## config.mk

```make
export PLATFORM = sky130hd
export DESIGN_NAME = uart_cmd_decoder
export DESIGN_NICKNAME = d
export VERILOG_FILES = /design/src/rtl/uart_cmd_pkg.sv /design/src/rtl/uart_cmd_opdec.sv /design/src/rtl/uart_cmd_chan.sv /design/src/rtl/uart_cmd_decoder.sv
export SDC_FILE = /design/constraint.sdc
export NUM_CORES = 1
export LEC_CHECK = 0
export BUFFER_PORTS_ARGS = -buffer_cell sky130_fd_sc_hd__buf_2
export CAP_MARGIN = 20
export CORE_ASPECT_RATIO = 0.7
export CORE_MARGIN = 10
export CORE_UTILIZATION = 37
export DETAILED_ROUTE_END_ITERATION = 7
export GPL_TIMING_DRIVEN = 0
export REMOVE_ABC_BUFFERS = 1
export SYNTH_ARGS = -nofsm -noshare
export SYNTH_HDL_FRONTEND = slang
export SYNTH_SLANG_ARGS = --single-unit
```

## constraint.sdc

```tcl
create_clock -name clk -period 0.8 [get_ports clk]
set_input_delay 0.08 -clock clk [delete_from_list [all_inputs] [get_ports clk]]
set_output_delay 0.08 -clock clk [all_outputs]
set_load 0.03 [all_outputs]
```

## src/rtl/uart_cmd_pkg.sv

```systemverilog
package uart_cmd_pkg;

    // High-nibble command codes
    typedef enum logic [3:0] {
        OP_NONE    = 4'h0,
        OP_PTR_RST = 4'h1,
        OP_RX_RST  = 4'h2,
        OP_TX_RST  = 4'h3,
        OP_ERR_RST = 4'h4,
        OP_BRK_RST = 4'h5,
        OP_BRK_ON  = 4'h6,
        OP_BRK_OFF = 4'h7,
        OP_RTS_LO  = 4'h8,
        OP_RTS_HI  = 4'h9,
        OP_TMO_ON  = 4'hA,
        OP_RSV_B   = 4'hB,
        OP_TMO_OFF = 4'hC,
        OP_RSV_D   = 4'hD,
        OP_PD_ON   = 4'hE,
        OP_PD_OFF  = 4'hF
    } cmd_op_e;

    // Per-channel actions decoded from one byte
    typedef struct packed {
        logic ptr_rst;
        logic rx_rst;
        logic tx_rst;
        logic err_rst;
        logic brk_rst;
        logic rts_lo;
        logic rts_hi;
        logic tmo_on;
        logic tmo_off;
        logic rx_set;
        logic rx_clr;
        logic tx_set;
        logic tx_clr;
    } chan_act_t;

    typedef struct packed {
        logic rx_en;
        logic tx_en;
        logic rts_n;
        logic tmo;
    } chan_lvl_t;

    typedef struct packed {
        logic ptr;
        logic rx;
        logic tx;
        logic err;
        logic brk;
    } chan_pls_t;

    typedef struct packed {
        chan_lvl_t lvl;
        chan_pls_t pls;
    } chan_state_t;

    localparam chan_state_t CHAN_RESET = '{
        lvl: '{rx_en: 1'b0, tx_en: 1'b0, rts_n: 1'b1, tmo: 1'b0},
        pls: '0
    };

endpackage

```

## src/rtl/uart_cmd_opdec.sv

```systemverilog
module uart_cmd_opdec
    import uart_cmd_pkg::*;
#(
    parameter int CMD_W = 8
) (
    input  logic [CMD_W-1:0] cmd_byte,
    output chan_act_t        act,
    output logic             pd_on,
    output logic             pd_off
);
    localparam int NIB_LO = CMD_W / 2;

    cmd_op_e op;

    always_comb begin
        op     = cmd_op_e'(cmd_byte[CMD_W-1:NIB_LO]);
        act    = '0;
        pd_on  = 1'b0;
        pd_off = 1'b0;
        unique case (op)
            OP_PTR_RST: act.ptr_rst = 1'b1;
            OP_RX_RST:  act.rx_rst  = 1'b1;
            OP_TX_RST:  act.tx_rst  = 1'b1;
            OP_ERR_RST: act.err_rst = 1'b1;
            OP_BRK_RST: act.brk_rst = 1'b1;
            OP_RTS_LO:  act.rts_lo  = 1'b1;
            OP_RTS_HI:  act.rts_hi  = 1'b1;
            OP_TMO_ON:  act.tmo_on  = 1'b1;
            OP_TMO_OFF: act.tmo_off = 1'b1;
            OP_PD_ON:   pd_on       = 1'b1;
            OP_PD_OFF:  pd_off      = 1'b1;
            default:    ;
        endcase
        // low nibble: enable/disable bits
        act.rx_set = cmd_byte[0];
        act.rx_clr = cmd_byte[1];
        act.tx_set = cmd_byte[2];
        act.tx_clr = cmd_byte[3];
    end
endmodule

```

## src/rtl/uart_cmd_chan.sv

```systemverilog
module uart_cmd_chan
    import uart_cmd_pkg::*;
(
    input  logic        clk,
    input  logic        rst_n,
    input  logic        sel,
    input  chan_act_t   act,
    output chan_state_t state
);
    chan_state_t state_d, state_q;

    always_comb begin
        state_d     = state_q;
        state_d.pls = '0;
        if (sel) begin
            state_d.pls.ptr = act.ptr_rst;
            state_d.pls.rx  = act.rx_rst;
            state_d.pls.tx  = act.tx_rst;
            state_d.pls.err = act.err_rst;
            state_d.pls.brk = act.brk_rst;
            // resets clear their own enable before the low nibble applies
            if (act.rx_rst)  state_d.lvl.rx_en = 1'b0;
            if (act.tx_rst)  state_d.lvl.tx_en = 1'b0;
            if (act.rts_lo)  state_d.lvl.rts_n = 1'b0;
            if (act.rts_hi)  state_d.lvl.rts_n = 1'b1;
            if (act.tmo_on)  state_d.lvl.tmo   = 1'b1;
            if (act.tmo_off) state_d.lvl.tmo   = 1'b0;
            // disable wins over enable
            if (act.rx_set)  state_d.lvl.rx_en = 1'b1;
            if (act.rx_clr)  state_d.lvl.rx_en = 1'b0;
            if (act.tx_set)  state_d.lvl.tx_en = 1'b1;
            if (act.tx_clr)  state_d.lvl.tx_en = 1'b0;
        end
    end

    always_ff @(posedge clk or negedge rst_n) begin
        if (!rst_n) state_q <= CHAN_RESET;
        else        state_q <= state_d;
    end

    assign state = state_q;
endmodule

```

## src/rtl/uart_cmd_decoder.sv

```systemverilog
module uart_cmd_decoder
    import uart_cmd_pkg::*;
#(
    parameter int NUM_CH = 2,
    parameter int CMD_W  = 8,
    parameter int PD_CH  = 0,
    localparam int CH_W  = (NUM_CH > 1) ? $clog2(NUM_CH) : 1
) (
    input  logic              clk,
    input  logic              rst_n,
    input  logic              wr_en,
    input  logic [CH_W-1:0]   wr_ch,
    input  logic [CMD_W-1:0]  wr_data,
    output logic [NUM_CH-1:0] rx_en,
    output logic [NUM_CH-1:0] tx_en,
    output logic [NUM_CH-1:0] rts_n,
    output logic [NUM_CH-1:0] rx_tmo_mode,
    output logic              pwr_down,
    output logic [NUM_CH-1:0] rx_rst_pulse,
    output logic [NUM_CH-1:0] tx_rst_pulse,
    output logic [NUM_CH-1:0] ptr_rst_pulse,
    output logic [NUM_CH-1:0] err_rst_pulse,
    output logic [NUM_CH-1:0] brk_rst_pulse
);
    chan_act_t act;
    logic      pd_on, pd_off;

    uart_cmd_opdec #(.CMD_W(CMD_W)) i_opdec (
        .cmd_byte (wr_data),
        .act      (act),
        .pd_on    (pd_on),
        .pd_off   (pd_off)
    );

    for (genvar gi = 0; gi < NUM_CH; gi++) begin : g_ch
        chan_state_t st;
        logic        sel;

        assign sel = wr_en && (wr_ch == CH_W'(gi));

        uart_cmd_chan i_chan (
            .clk   (clk),
            .rst_n (rst_n),
            .sel   (sel),
            .act   (act),
            .state (st)
        );

        assign rx_en[gi]         = st.lvl.rx_en;
        assign tx_en[gi]         = st.lvl.tx_en;
        assign rts_n[gi]         = st.lvl.rts_n;
        assign rx_tmo_mode[gi]   = st.lvl.tmo;
        assign rx_rst_pulse[gi]  = st.pls.rx;
        assign tx_rst_pulse[gi]  = st.pls.tx;
        assign ptr_rst_pulse[gi] = st.pls.ptr;
        assign err_rst_pulse[gi] = st.pls.err;
        assign brk_rst_pulse[gi] = st.pls.brk;
    end

    // chip-wide power-down flag, controlled from one channel only
    logic pd_sel;
    logic pd_d, pd_q;

    assign pd_sel = wr_en && (wr_ch == CH_W'(PD_CH));

    always_comb begin
        pd_d = pd_q;
        if (pd_sel && pd_on)  pd_d = 1'b1;
        if (pd_sel && pd_off) pd_d = 1'b0;
    end

    always_ff @(posedge clk or negedge rst_n) begin
        if (!rst_n) pd_q <= 1'b0;
        else        pd_q <= pd_d;
    end

    assign pwr_down = pd_q;
endmodule

```

==> impl_metrics.env <==
export IMPL_rsz0062_at_grt="true"
export IMPL_ys_seq_area_share_pct=60.3
export IMPL_detail_route_antenna_nets=0
export IMPL_dominantRegCellSynth="dfrtp_1"
export IMPL_detailedPlacementHpwl_mm=1.41
export IMPL_ctsRootBufferMaster="clkbuf_4"
export IMPL_grt_pass1_vias=741
export IMPL_p_total_mw=2.30
export IMPL_nFillCells=145
export IMPL_timing_critical_path_fanout_max=2
export IMPL_sequential_cell_area_sq_um=478
export IMPL_use_met3_pct=5.70
export IMPL_drt_vias_per_instance=5.22
export IMPL_synth_simple_gate_area_share_pct=25.4
export IMPL_crit_buf_inv=1
export IMPL_tightestPinTransition_ns=0.431
export IMPL_slew_viol_final=0
export IMPL_post_route_cells_drive_above_1_share_pct=50.9
export IMPL_layout_setup_ws_ns=-0.250
export IMPL_timing_final_hold_violations=0
export IMPL_critical_path_max_stage_delay_ns=0.55
export IMPL_via_count=720
export IMPL_number_of_setup_violations_in_the_final_report=25
export IMPL_cts_tree="yes"
export IMPL_cts_path_max_buffers=2
export IMPL_die_area_sq_um=4420
export IMPL_remaining_drc_errors=0
export IMPL_critical_path_class="flop to output pin"
export IMPL_total_congestion_overflow=0
export IMPL_peakVddDrop_mv=1.36
export IMPL_finalCoreUtilization_pct=68.1
export IMPL_worstHoldPathCells=2
export IMPL_grt_usage_pct=10.2
export IMPL_async_reset_ff_share_pct=100
export IMPL_critPathArrivalTime_ns=0.97
export IMPL_critical_path_slowest_cell="dfstp_2"
export IMPL_grt_antenna_before_repair=0
export IMPL_largest_net_degree_at_the_start_of_global_routing=20
export IMPL_timing_reg2reg_setup_slack_ns=-0.08
export IMPL_powerDensity_nw_per_um2=1750
export IMPL_post_route_period_util_pct=131
export IMPL_run_status="finished, violations left"
export IMPL_cp_end_kind="output pin"
export IMPL_post_synth_xor_area_fraction_pct=0
export IMPL_gpl_final_weighted_congestion=0.686
export IMPL_postSynthAreaPerCell_sq_um=10.8
export IMPL_p_leak_nw=0.615
export IMPL_period_minus_slack_ns=1.05
export IMPL_path_cells="buf_6"
export IMPL_clock_latency_ns=0.29
export IMPL_die_width_um=75.3
export IMPL_cpLargestDelayFamily="flip-flops"
export IMPL_grt_met1_usage_pct=12.3
export IMPL_synthesis_instances=73
export IMPL_finClkSkew_ns=0
export IMPL_grt_first_pass_wirelength_mm=3.55
export IMPL_complex_gate_fraction_of_the_synthesized_area_pct=7.58
export IMPL_worstSetupStartpointType="flop"
export IMPL_design_area_sq_um=1320
export IMPL_htree_num_levels=1
export IMPL_pin_count=31
export IMPL_synth_edff_count=0
export IMPL_grt_busiest_layer="met2"
export IMPL_timing_hold_worst_endpoint="g_ch[0].i_chan.state[1]"
export IMPL_die_height_um=58.7
export IMPL_synth_area_sq_um=792
export IMPL_synth_cell_type_count=26
export IMPL_wl_mm=2.18
export IMPL_area_growth_synth_to_final_pct=66.4
export IMPL_worst_hold_startpoint="wr_data[5]"
export IMPL_detailedRoute_firstIterationViolations=26
export IMPL_clkSinkCount=19
export IMPL_worst_r2r_path_depth=3
export IMPL_design_final_nets=129
export IMPL_post_synth_mux_area_share_pct=4.11
export IMPL_detailed_place_area_sq_um=953
export IMPL_ys_ff_latch=19
export IMPL_hold_path_class="input pin to flop"
export IMPL_max_cap_violations=0
export IMPL_critical_path_reg2reg_endpoint="g_ch[1].i_chan.state[7]"
export IMPL_violations="setup timing"
export IMPL_clk_pin_slew_worst_paths_ns=0.11
export IMPL_area_of_the_multi_input_gates_sq_um=349
export IMPL_start_util_pct=40.9
export IMPL_synth_warnings=0
export IMPL_pre_cts_slack_ns=-0.434
export IMPL_globalRouteMet2Util_pct=15.5
export IMPL_timing_critical_path_required_ns=0.72
export IMPL_drt_first_pass_iters=4
export IMPL_fmaxAchievable_mhz=953
export IMPL_detail_route_wl_per_cell_um=15.8
export IMPL_max_slew_margin_pct=71.3
export IMPL_worstReg2RegStart="g_ch[1].i_chan.state[7]"
export IMPL_synth_top_family_by_area="simple AND/OR/NAND/NOR gates"
export IMPL_coreArea_sq_um=1940
export IMPL_adder_cell_share_of_the_synthesized_area_pct=0
export IMPL_rows=13
export IMPL_portBuffers=30
export IMPL_number_of_buffers_inserted_during_clock_tree_synthesis=3
export IMPL_fin_hold_ws_ns=0.0139
export IMPL_n_antenna_cell=0
## per-layer routing
layer  routed length (um)  vias up
met5                    0        -
met4                    8        0
met3                  216        2
met2                 1030       23
met1                  921      348
li1                     -      347
## cell families (layout without fill, tap and decap cells)
kind of cell / after synthesis / after routing
and+or+nand+nor: 36 / 36
DFF: 19 / 19
AOI/OAI and AO/OA: 10 / 10
muxes: 3 / 3
buffers and inverters: 5 / 48
## through the flow
stage | TNS (ns) | cells
2_1_floorplan | -0.521 | 69
4_1_cts | -3.02 | 137
3_5_place_dp | -2.64 | 121
5_1_grt | -3.73 | 138
3_3_place_gp | -2.57 | 121
6_report | -2.82 | 138
## synth_stat cells (2+ instances only)
library cell / number / area (sq um)
nor3b_1: 3 / 22.5
dfrtp_1: 17 / 425
dfstp_2: 2 / 52.6
a22oi_1: 4 / 30.0
nand2_1: 8 / 30.0
nor2_1: 6 / 22.5
clkbuf_1: 3 / 11.3
nor4_1: 3 / 18.8
nand2b_1: 3 / 18.8
mux2_2: 2 / 22.5
o21ai_0: 4 / 20.0
nand3_1: 2 / 10.0
nor3_1: 3 / 15.0
## cells in the final DEF, fill, tap and decap left out, types with 2 or more instances in the layout
cell type	n
a22oi_2	4
buf_2	7
buf_6	29
clkbuf_4	3
dfrtp_1	17
dfstp_2	2
dlygate4sd3_1	5
mux2_2	2
nand2_1	8
nand2b_1	3
nand3_1	2
nor2_1	5
nor3_2	2
nor3b_1	3
nor4_2	2
o21ai_1	4
## worst max-delay path by stage
stage	start	slack, ns	depth (start not counted)	end
CTS	g_ch[0].i_chan.state[6]	-0.26	1	rts_n[0]
detailed placement	wr_data[4]	-0.43	4	g_ch[1].i_chan.state[8]
global placement	wr_data[4]	-0.44	4	g_ch[1].i_chan.state[8]
finish	g_ch[1].i_chan.state[6]	-0.25	1	rts_n[1]
floorplan	wr_data[4]	-0.19	3	g_ch[1].i_chan.state[8]
global route	g_ch[0].i_chan.state[6]	-0.29	1	rts_n[0]
## registers in the layout (all words and copies together), names as in the netlist
register / flops
g_ch.i_chan.state: 18
pwr_down: 1
## report_power, final
| part | total (mW) | switching, mW | internal [mW] |
|---|---|---|---|
| Combinational | 0.706 | 0.360 | 0.346 |
| Sequential | 1.11 | 0.0599 | 1.05 |
| Clock | 0.481 | 0.295 | 0.186 |
| Total | 2.30 | 0.714 | 1.59 |
## cell type report
class | count | area share [%]
timing repair buffer | 43 | 32.8
multi-input combinational | 49 | 26.5
clock buffer | 3 | 1.71
sequential | 19 | 36.3
clock inverter | 1 | 0.380
inverter | 1 | 0.285
tap | 22 | 2.09
## timing repair
item / CTS / global route
buffers inserted: 7 / 0
pin swaps: 5 / 8
endpoints found under the hold margin: 26 / 2
resized for setup: 54 / 16
endpoints found under the setup margin: 21 / 31
hold buffers: 5 / 1
Power figures use the tool's default switching activity.
